### src/rtl/jmp_ctl_pkg.sv
package jmp_ctl_pkg;
    typedef enum logic [2:0] {
        S_IDLE,
        S_TGT_REQ,
        S_TGT_WAIT,
        S_PUSH_REQ,
        S_SP_DEC,
        S_COMMIT
    } jc_state_e;
endpackage

### src/rtl/jmp_ctl_pc_next.sv
module jmp_ctl_pc_next #(
    parameter int DATA_W = 16
) (
    input  logic [DATA_W-1:0] pc_old,
    input  logic [DATA_W-1:0] target,
    input  logic              relative,
    output logic [DATA_W-1:0] pc_new
);
    logic [DATA_W-1:0] sum;

    assign sum    = pc_old + target;
    assign pc_new = relative ? sum : target;
endmodule

### src/rtl/jmp_ctl_stack_calc.sv
module jmp_ctl_stack_calc #(
    parameter int DATA_W  = 16,
    parameter int RET_OFS = 2
) (
    input  logic [DATA_W-1:0] pc_old,
    input  logic [DATA_W-1:0] sp_old,
    output logic [DATA_W-1:0] ret_addr,
    output logic [DATA_W-1:0] sp_down
);
    localparam logic [DATA_W-1:0] OFS = DATA_W'(RET_OFS);
    localparam logic [DATA_W-1:0] ONE = DATA_W'(1);

    assign ret_addr = pc_old + OFS;
    assign sp_down  = sp_old - ONE;
endmodule

### src/rtl/jmp_ctl.sv
module jmp_ctl
    import jmp_ctl_pkg::*;
#(
    parameter int DATA_W  = 16,
    parameter int REG_CNT = 32,
    parameter int RET_OFS = 2
) (
    input  logic                       clk,
    input  logic                       rst_n,
    input  logic                       start_i,
    input  logic [DATA_W-1:0]          word2_i,
    input  logic                       use_stack_i,
    input  logic                       push_i,
    input  logic                       rel_i,
    output logic                       done_o,
    output logic                       busy_o,
    output logic [$clog2(REG_CNT)-1:0] rf_ridx_o,
    input  logic [DATA_W-1:0]          rf_rdata_i,
    input  logic [DATA_W-1:0]          pc_i,
    input  logic [DATA_W-1:0]          sp_i,
    output logic                       rf_we_o,
    output logic [$clog2(REG_CNT)-1:0] rf_widx_o,
    output logic [DATA_W-1:0]          rf_wdata_o,
    output logic                       mem_valid_o,
    input  logic                       mem_ready_i,
    output logic                       mem_we_o,
    output logic [DATA_W-1:0]          mem_addr_o,
    output logic [DATA_W-1:0]          mem_wdata_o,
    input  logic                       mem_rvalid_i,
    input  logic [DATA_W-1:0]          mem_rdata_i
);
    localparam int                IDX_W  = $clog2(REG_CNT);
    localparam logic [IDX_W-1:0]  PC_IDX = IDX_W'(REG_CNT - 1);
    localparam logic [IDX_W-1:0]  SP_IDX = IDX_W'(REG_CNT - 2);

    jc_state_e         state_q, state_d;
    logic [DATA_W-1:0] pc_q, sp_q, tgt_q;
    logic              push_q, rel_q;
    logic [DATA_W-1:0] pc_new, ret_addr, sp_down;

    assign rf_ridx_o = word2_i[DATA_W-1 -: IDX_W];

    jmp_ctl_pc_next #(.DATA_W(DATA_W)) u_pc_next (
        .pc_old   (pc_q),
        .target   (tgt_q),
        .relative (rel_q),
        .pc_new   (pc_new)
    );

    jmp_ctl_stack_calc #(.DATA_W(DATA_W), .RET_OFS(RET_OFS)) u_stack_calc (
        .pc_old   (pc_q),
        .sp_old   (sp_q),
        .ret_addr (ret_addr),
        .sp_down  (sp_down)
    );

    // next-state logic
    always_comb begin
        state_d = state_q;
        unique case (state_q)
            S_IDLE: begin
                if (start_i) begin
                    if (use_stack_i)  state_d = S_TGT_REQ;
                    else if (push_i)  state_d = S_PUSH_REQ;
                    else              state_d = S_COMMIT;
                end
            end
            S_TGT_REQ:  if (mem_ready_i) state_d = S_TGT_WAIT;
            S_TGT_WAIT: if (mem_rvalid_i) state_d = push_q ? S_PUSH_REQ : S_COMMIT;
            S_PUSH_REQ: if (mem_ready_i) state_d = S_SP_DEC;
            S_SP_DEC:   state_d = S_COMMIT;
            S_COMMIT:   state_d = S_IDLE;
            default:    state_d = S_IDLE;
        endcase
    end

    // state register and captured operands
    always_ff @(posedge clk or negedge rst_n) begin
        if (!rst_n) begin
            state_q <= S_IDLE;
            pc_q    <= '0;
            sp_q    <= '0;
            tgt_q   <= '0;
            push_q  <= 1'b0;
            rel_q   <= 1'b0;
        end else begin
            state_q <= state_d;
            if (state_q == S_IDLE && start_i) begin
                pc_q   <= pc_i;
                sp_q   <= sp_i;
                tgt_q  <= rf_rdata_i;
                push_q <= push_i;
                rel_q  <= rel_i;
            end
            if (state_q == S_TGT_WAIT && mem_rvalid_i) begin
                tgt_q <= mem_rdata_i;
            end
        end
    end

    // outputs
    always_comb begin
        done_o      = 1'b0;
        busy_o      = (state_q != S_IDLE);
        rf_we_o     = 1'b0;
        rf_widx_o   = PC_IDX;
        rf_wdata_o  = pc_new;
        mem_valid_o = 1'b0;
        mem_we_o    = 1'b0;
        mem_addr_o  = sp_q;
        mem_wdata_o = ret_addr;
        unique case (state_q)
            S_IDLE, S_TGT_WAIT: ;
            S_TGT_REQ:  mem_valid_o = 1'b1;
            S_PUSH_REQ: begin
                mem_valid_o = 1'b1;
                mem_we_o    = 1'b1;
            end
            S_SP_DEC: begin
                rf_we_o    = 1'b1;
                rf_widx_o  = SP_IDX;
                rf_wdata_o = sp_down;
            end
            S_COMMIT: begin
                rf_we_o = 1'b1;
                done_o  = 1'b1;
            end
            default: ;
        endcase
    end

    // idle means no traffic on either port
    p_idle_quiet_r1: assert property (@(posedge clk) disable iff (!rst_n)
        !busy_o |-> (!mem_valid_o && !rf_we_o && !done_o));

    // done lasts a single cycle
    p_done_pulse_r6: assert property (@(posedge clk) disable iff (!rst_n)
        done_o |=> !done_o);

    // done marks the PC write
    p_done_pc_write_r6: assert property (@(posedge clk) disable iff (!rst_n)
        done_o |-> (rf_we_o && rf_widx_o == PC_IDX));

    // a stalled request stays stable
    p_req_hold_r7: assert property (@(posedge clk) disable iff (!rst_n)
        (mem_valid_o && !mem_ready_i) |=>
            (mem_valid_o && $stable(mem_we_o) && $stable(mem_addr_o) && $stable(mem_wdata_o)));

    // no new request while read data is pending
    p_one_outstanding_r7: assert property (@(posedge clk) disable iff (!rst_n)
        (state_q == S_TGT_WAIT) |-> !mem_valid_o);

    // SP is written only right after an accepted store
    p_sp_after_push_r5: assert property (@(posedge clk) disable iff (!rst_n)
        (rf_we_o && rf_widx_o == SP_IDX) |-> $past(mem_valid_o && mem_ready_i && mem_we_o));
endmodule

### config.mk
export PLATFORM = sky130hd
export DESIGN_NAME = jmp_ctl
export DESIGN_NICKNAME = d
export VERILOG_FILES = /design/src/rtl/jmp_ctl_pkg.sv /design/src/rtl/jmp_ctl_pc_next.sv /design/src/rtl/jmp_ctl_stack_calc.sv /design/src/rtl/jmp_ctl.sv
export SDC_FILE = /design/constraint.sdc
export NUM_CORES = 1
export LEC_CHECK = 0
export BUFFER_PORTS_ARGS = -buffer_cell sky130_fd_sc_hd__buf_2
export CORE_MARGIN = 8
export CORE_UTILIZATION = 35
export DETAILED_ROUTE_END_ITERATION = 7
export HOLD_SLACK_MARGIN = 0.02
export PLACE_DENSITY = 0.74
export SLEW_MARGIN = 10
export SYNTH_ARGS = -nofsm -noshare
export SYNTH_HDL_FRONTEND = slang
export SYNTH_SLANG_ARGS = --single-unit
### constraint.sdc
create_clock -name clk -period 2.7 [get_ports clk]
set_input_delay 0.54 -clock clk [delete_from_list [all_inputs] [get_ports clk]]
set_output_delay 0.54 -clock clk [all_outputs]
set_load 0.01 [all_outputs]
==> flow_summary.yaml, run 1 <==
critical_path:
  end_kind: "output pin"
  crit_type: "reg2out"
  crit_path_start: "mem_addr_o[8]$_DFFE_PN0P_"
  reg2regPathDepth: 4
  cp.required_ns: 2.16
  crit_arrival_ns: 2.58
  start_kind: "flop"
  r2r_end: "pc_q[13]$_DFFE_PN0P_"
  r2r_slack_ns: 0.83
  path_max_fanout: 4
  endpoint: "rf_wdata_o[13]"
  rr_startpoint: "state_q[1]$_DFFE_PN0P_"
global_routing:
  grt_use_total: 0.163
  antenna_found_initial: 0
  grt_pass1_vias: 3894
  grt_max_degree: 55
  grt_pass1_wl_mm: 18.9
  gr-total-overflow: 0
floorplan:
  die_h_um: 120
  core-area_sq_um: 10700
  dieWidth_um: 120
  boundaryPins: 151
  initial_core_util: 0.354
  fp-row-count: 38
  die_area_sq_um: 14400
placed_design:
  globalplace.congestion: 0.868
  dp_hpwl_mm: 9.27
  post-place-ws_ns: -0.219
  portBuffers: 125
final_layout:
  nFillCells: 1006
  antenna_cells: 0
  layout.nets: 677
  drive_above_1_share: 0.441
  syn_to_final_growth_pct: 40.1
timing:
  rsz0062_at_grt: "true"
  maxSlewViolCount: 0
  fmax_mhz: 320
  finClkSkew_ns: 0.0163
  period_needed_ns: 3.12
  fin_tns_setup_ns: -2.57
  period_share: 1.16
  hold_viol: 0
  setup_viol: 11
  layout_setup_ws_ns: -0.423
synth:
  synth_warnings: 0
  async_flop_share: 1.00
  synth.cell_area_sq_um: 3790
  synth_edf_count: 0
  synth.avg_cell_area_sq_um: 9.29
  synth.top_cells.by_count: "53 x dfrtp_1, 38 x nand2_1, 28 x a21oi_1"
  yosys-top-cells-area: "dfrtp_1 35%, ha_1 5.6%, xnor2_1 5.5%, mux2i_1 4.8%, mux2_2 4.8%"
  seq_area_frac_synth: 0.350
  synth-main-ff-cell: "dfrtp_1"
  synth_top_area_frac: 0.350
  synth-seq-cells: 53
  yosysMostFrequentCell: "dfrtp_1"
  synth_cell_types: 52
  yosysTopAreaCell: "dfrtp_1"
  synthCells: 408
cts:
  clk_path_buf_depth: 2
  cts_made_buffers: 5
  cts_root_buf: "clkbuf_8"
  cts_sinks: 53
  clk_latency_ns: 0.34
  path_clk_slew_ns: 0.11
  holdBufCountCts: 0
  cts_tree: "yes"
  htree_levels: 2
min_path:
  worstHoldPathType: "in2async"
pwr:
  power_density_nw_per_um2: 1530
  vdd_drop_max_uv: 782
  switching_share: 0.452
  switchingPower_mw: 3.67
  leakagePower_nw: 2.47
  power_mw: 8.13
  intPower_mw: 4.45
  pwr-share-comb: 0.712
  clock_power_share: 0.080
  seqPwrFrac: 0.208
detailed_routing:
  viasPerCell: 5.03
  drc: 0
  drt-initial-drc-count: 123
  ant_nets: 0
  wl_per_cell_um: 16.4
  drt_first_pass_iters: 6
  wl_mm: 11.6
  num_vias: 3583
run_status:
  status: "complete, but fails checks"
  violations: "setup timing"
job:
  cap_violations: 0
-- critical path: stages (launching register included) --
cell      delay [ns]
dfrtp_1         0.40
or4_4           0.54
or4_4           0.50
nor3_4          0.20
xnor2_1         0.10
a221oi_2        0.31
buf_2           0.19
-- layout by cell type (no fill, tap or decap), drive strengths merged, types with 2 or more instances in the layout --
| cell | Yosys | final |
|---|---|---|
| mux2 | 30 | 30 |
| nand3 | 10 | 10 |
| nand2 | 38 | 38 |
| and3 | 12 | 12 |
| and2 | 5 | 5 |
| nor2 | 18 | 18 |
| clkbuf | 13 | 5 |
| o21a | 3 | 3 |
| a31oi | 6 | 6 |
| a21oi | 28 | 28 |
| dfrtp | 53 | 53 |
| nor3 | 11 | 11 |
| conb | 1 | 4 |
| bufinv | 0 | 2 |
| o21ai | 31 | 31 |
| buf | 17 | 183 |
| a211o | 2 | 2 |
| inv | 9 | 9 |
| or4 | 2 | 2 |
| a21boi | 2 | 2 |
| mux2i | 18 | 18 |
| ha | 17 | 17 |
| nor4 | 4 | 4 |
| a211oi | 5 | 5 |
| xor2 | 14 | 14 |
| nor2b | 4 | 4 |
| o211ai | 3 | 3 |
| a22oi | 3 | 3 |
| xnor2 | 24 | 24 |
| a21o | 9 | 9 |
| nand2b | 2 | 2 |
| a221oi | 3 | 3 |
-- metrics by stage --
step | util | instances | hold slack [ns] | instance area (sq um)
after detailed placement | 0.455 | 699 | 0.494 | 4860
after floorplan | - | 411 | 0.244 | 3800
final | 0.496 | 712 | 0.144 | 5310
after global placement | 0.455 | 699 | 0.499 | 4860
after CTS | 0.483 | 710 | 0.147 | 5170
after global routing | 0.496 | 712 | 0.153 | 5310
-- repair_timing --
item                                    CTS  global route
pin swaps                                20             9
hold endpoints to repair                  0             0
endpoints found under the setup margin   12            16
buffers inserted                          3             2
resized for setup                        30            19
-- cell families after synthesis --
kind of cell | after synthesis | share of synthesized area
other | 1 | 0.000989
AO/OA/AOI/OAI | 99 | 0.162
AND/OR/NAND/NOR | 112 | 0.151
adder cells (fa/ha/maj) | 18 | 0.0614
XOR/XNOR | 38 | 0.0878
buffers and inverters | 39 | 0.0505
multiplexers | 48 | 0.137
flip-flops | 53 | 0.350
-- final cells by class --
type                            instances  area (sq um)  share of cell area
Clock inverter                          3          65.1              0.0123
Multi-Input combinational cell        319          2560               0.482
Clock buffer                            5          68.8              0.0130
Sequential cell                        53          1330               0.250
Timing Repair Buffer                  183          1080               0.204
Inverter                                9          33.8             0.00636
Tap cell                              140           175              0.0330
-- sequential cells by signal, indices dropped and copies added, names as in the netlist --
signal and flops:
state_q 3, rel_q 1, mem_addr_o 16, push_q 1
pc_q 16, tgt_q 16
-- routing by layer --
layer,part of all wire,global-route usage,vias to the layer above
met5,0,0,-
met4,0.0095,0.0343,0
met3,0.051,0.0451,10
met2,0.51,0.293,86
met1,0.43,0.188,1711
li1,-,-,1776
-- how the worst min path moves through the flow --
stage                                      endpoint  slack, ns                from  cells after the start
after global routing            pc_q[2]$_DFFE_PN0P_       0.15               rst_n                      1
after global placement           push_q$_DFFE_PN0P_       0.50  push_q$_DFFE_PN0P_                      1
after CTS                     tgt_q[13]$_DFFE_PN0P_       0.15               rst_n                      1
after detailed placement         push_q$_DFFE_PN0P_       0.49  push_q$_DFFE_PN0P_                      1
after floorplan           mem_addr_o[0]$_DFFE_PN0P_       0.24               rst_n                      0
final                           pc_q[2]$_DFFE_PN0P_       0.14               rst_n                      1
-- power groups by stage --
stage | Clock [mW] | Sequential (mW) | Combinational, mW
floorplan | 0 | 1.63 | 3.03
global placement | 0 | 1.63 | 5.06
detailed placement | 0 | 1.65 | 5.13
CTS | 0.671 | 1.66 | 5.53
global route | 0.710 | 1.75 | 6.33
finish | 0.650 | 1.69 | 5.79
Power figures use the tool's default switching activity.
==> inputs of run 2 (changes only) <==
--- a/config.mk
+++ b/config.mk
@@ -10,7 +10,7 @@
 export CORE_UTILIZATION = 35
 export DETAILED_ROUTE_END_ITERATION = 7
 export HOLD_SLACK_MARGIN = 0.02
-export PLACE_DENSITY = 0.74
+export PLACE_DENSITY = 0.72
 export SLEW_MARGIN = 10
 export SYNTH_ARGS = -nofsm -noshare
 export SYNTH_HDL_FRONTEND = slang
==> constraint.sdc (replaced) <==
create_clock -name clk -period 3.9 [get_ports clk]
set_input_delay 0.78 -clock clk [delete_from_list [all_inputs] [get_ports clk]]
set_output_delay 0.78 -clock clk [all_outputs]
set_load 0.01 [all_outputs]
==> run 2 against run 1 <==
- the run now ends clean
- worst setup slack gained 0.77 ns
- via count shrank 5.2%
- register-to-register slack gained 0.61 ns
- final cell count shrank 7.4%
- clock power shrank 52%
- first-iteration DRC count grew 11%
- global-route usage shrank 0.58 points
- die area is the same
- largest power group unchanged
==> flow_summary.yaml, run 2 (same netlist as run 1, synthesis figures left out) <==
detailed_routing:
  drc: 0
  wl_per_cell_um: 17.0
  num_vias: 3397
  ant_nets: 0
  viasPerCell: 5.15
  drt-initial-drc-count: 136
  wl_mm: 11.2
  drt_first_pass_iters: 4
timing:
  period_share: 0.910
  tightestPinTransition_ns: 0.865
  slew_headroom: 0.422
  fin_tns_setup_ns: 0
  maxSlewViolCount: 0
  setup_viol: 0
  rsz0062_at_grt: "false"
  whs_ns: 0.482
  fmax_mhz: 282
  finClkSkew_ns: 0.00584
  period_needed_ns: 3.55
  hold_viol: 0
pwr:
  vdd_drop_max_uv: 427
  seqPwrFrac: 0.277
  pwr-share-comb: 0.654
  clock_power_share: 0.070
  power_density_nw_per_um2: 990
  intPower_mw: 2.30
  switching_share: 0.492
  switchingPower_mw: 2.23
  leakagePower_nw: 2.14
global_routing:
  grt_use_total: 0.157
  grt_max_degree: 33
  grt_pass1_wl_mm: 18.3
  antenna_found_initial: 1
  grt_pass1_vias: 3588
  gr-total-overflow: 0
critical_path:
  path_max_fanout: 3
  start_kind: "flop"
  crit_arrival_ns: 2.77
  end_kind: "output pin"
  path_buf_inv: 1
  r2r_end: "mem_addr_o[4]$_DFFE_PN0P_"
  critical_path_depth: 9
  crit_path_max_incr_delay_ns: 0.43
  crit_family: "adder cells"
  cp_slowest_cell: "fa_1"
  crit_type: "reg2out"
  endpoint: "rf_wdata_o[14]"
  crit_path_start: "pc_q[0]$_DFFE_PN0P_"
  r2r_slack_ns: 1.44
  reg2regPathDepth: 4
  rr_startpoint: "state_q[1]$_DFFE_PN0P_"
  worstPathCellList: "ha_1, fa_1, a21oi_1, o211ai_1, and4_1, nor3_1, xor2_1, a221oi_2, buf_2"
  cp.required_ns: 3.12
final_layout:
  nFillCells: 1105
  multi_input_comb_area_sq_um: 2290
  antenna_cells: 0
  fin_cells: 659
  layout_common_cells: "125 x buf_2, 53 x dfrtp_1, 38 x nand2_1"
  seq_area_sq_um: 1330
  syn_to_final_growth_pct: 20.7
  mostFrequentLayoutCell: "buf_2"
  drive_above_1_share: 0.314
  layout.nets: 624
cts:
  holdBufCountCts: 0
  clk_latency_ns: 0.32
  path_clk_slew_ns: 0.10
  ctsResizeCount: 0
  cts_made_buffers: 5
  cts_setup_buffers: 0
  clk_path_buf_depth: 2
  cts_root_buf: "clkbuf_8"
  cts_sinks: 53
  htree_levels: 2
  cts_tree: "yes"
floorplan:
  dieWidth_um: 120
  die_area_sq_um: 14400
  initial_core_util: 0.354
  boundaryPins: 151
  core-area_sq_um: 10700
  die_h_um: 120
  fp-row-count: 38
run_status:
  status: "completed"
placed_design:
  dp_hpwl_mm: 9.07
  globalplace.congestion: 0.801
  portBuffers: 125
  dp.cells: 651
min_path:
  worstHoldPathType: "in2async"
job:
  cap_violations: 0
-- run 2: cell types whose count changed in the layout (fill, tap and decap cells not counted), sizes merged --
cell,before,now
buf,183,130
bufinv,2,0
clkbuf,5,6
clkinv,1,2
-- run 2: how the worst min path moves through the flow --
stage,from,end,cells after the start
after global routing,rst_n,tgt_q[13]$_DFFE_PN0P_,1
final,rst_n,tgt_q[13]$_DFFE_PN0P_,1
after global placement,push_q$_DFFE_PN0P_,push_q$_DFFE_PN0P_,1
after detailed placement,push_q$_DFFE_PN0P_,push_q$_DFFE_PN0P_,1
after floorplan,push_q$_DFFE_PN0P_,push_q$_DFFE_PN0P_,1
after CTS,rst_n,tgt_q[13]$_DFFE_PN0P_,1
-- run 2: power groups by stage --
| stage | clock (mW) | sequential [mW] | combinational, mW |
|---|---|---|---|
| 6_report | 0.315 | 1.25 | 2.96 |
| 5_1_grt | 0.347 | 1.31 | 3.29 |
| 4_1_cts | 0.333 | 1.26 | 2.99 |
| 3_5_place_dp | 0 | 1.26 | 2.97 |
| 3_3_place_gp | 0 | 1.25 | 2.93 |
| 2_1_floorplan | 0 | 1.13 | 2.10 |
-- run 2: layout make-up --
| type | count | share of cell area |
|---|---|---|
| Inverter | 9 | 0.00739 |
| Clock inverter | 2 | 0.00219 |
| Clock buffer | 6 | 0.0159 |
| Sequential cell | 53 | 0.290 |
| Tap cell | 140 | 0.0383 |
| Timing Repair Buffer | 130 | 0.145 |
| Multi-Input combinational cell | 319 | 0.501 |
-- run 2: per-layer routing --
layer | up-vias | part of all wire | track usage
met5 | - | 0.0011 | 0
met4 | 2 | 0.023 | 0.0570
met3 | 21 | 0.068 | 0.0460
met2 | 103 | 0.48 | 0.264
met1 | 1604 | 0.43 | 0.186
li1 | 1667 | - | -
-- run 2: through the flow --
stage / total power [mW] / setup WS [ns] / utilization / cell area, sq um
final: 4.53 / 0.349 / 0.428 / 4570
after global routing: 4.95 / 0.150 / 0.428 / 4570
after CTS: 4.58 / 0.318 / 0.428 / 4570
after detailed placement: 4.24 / 0.697 / 0.420 / 4490
after global placement: 4.18 / 0.706 / 0.420 / 4490
after floorplan: 3.22 / 1.02 / - / 3800
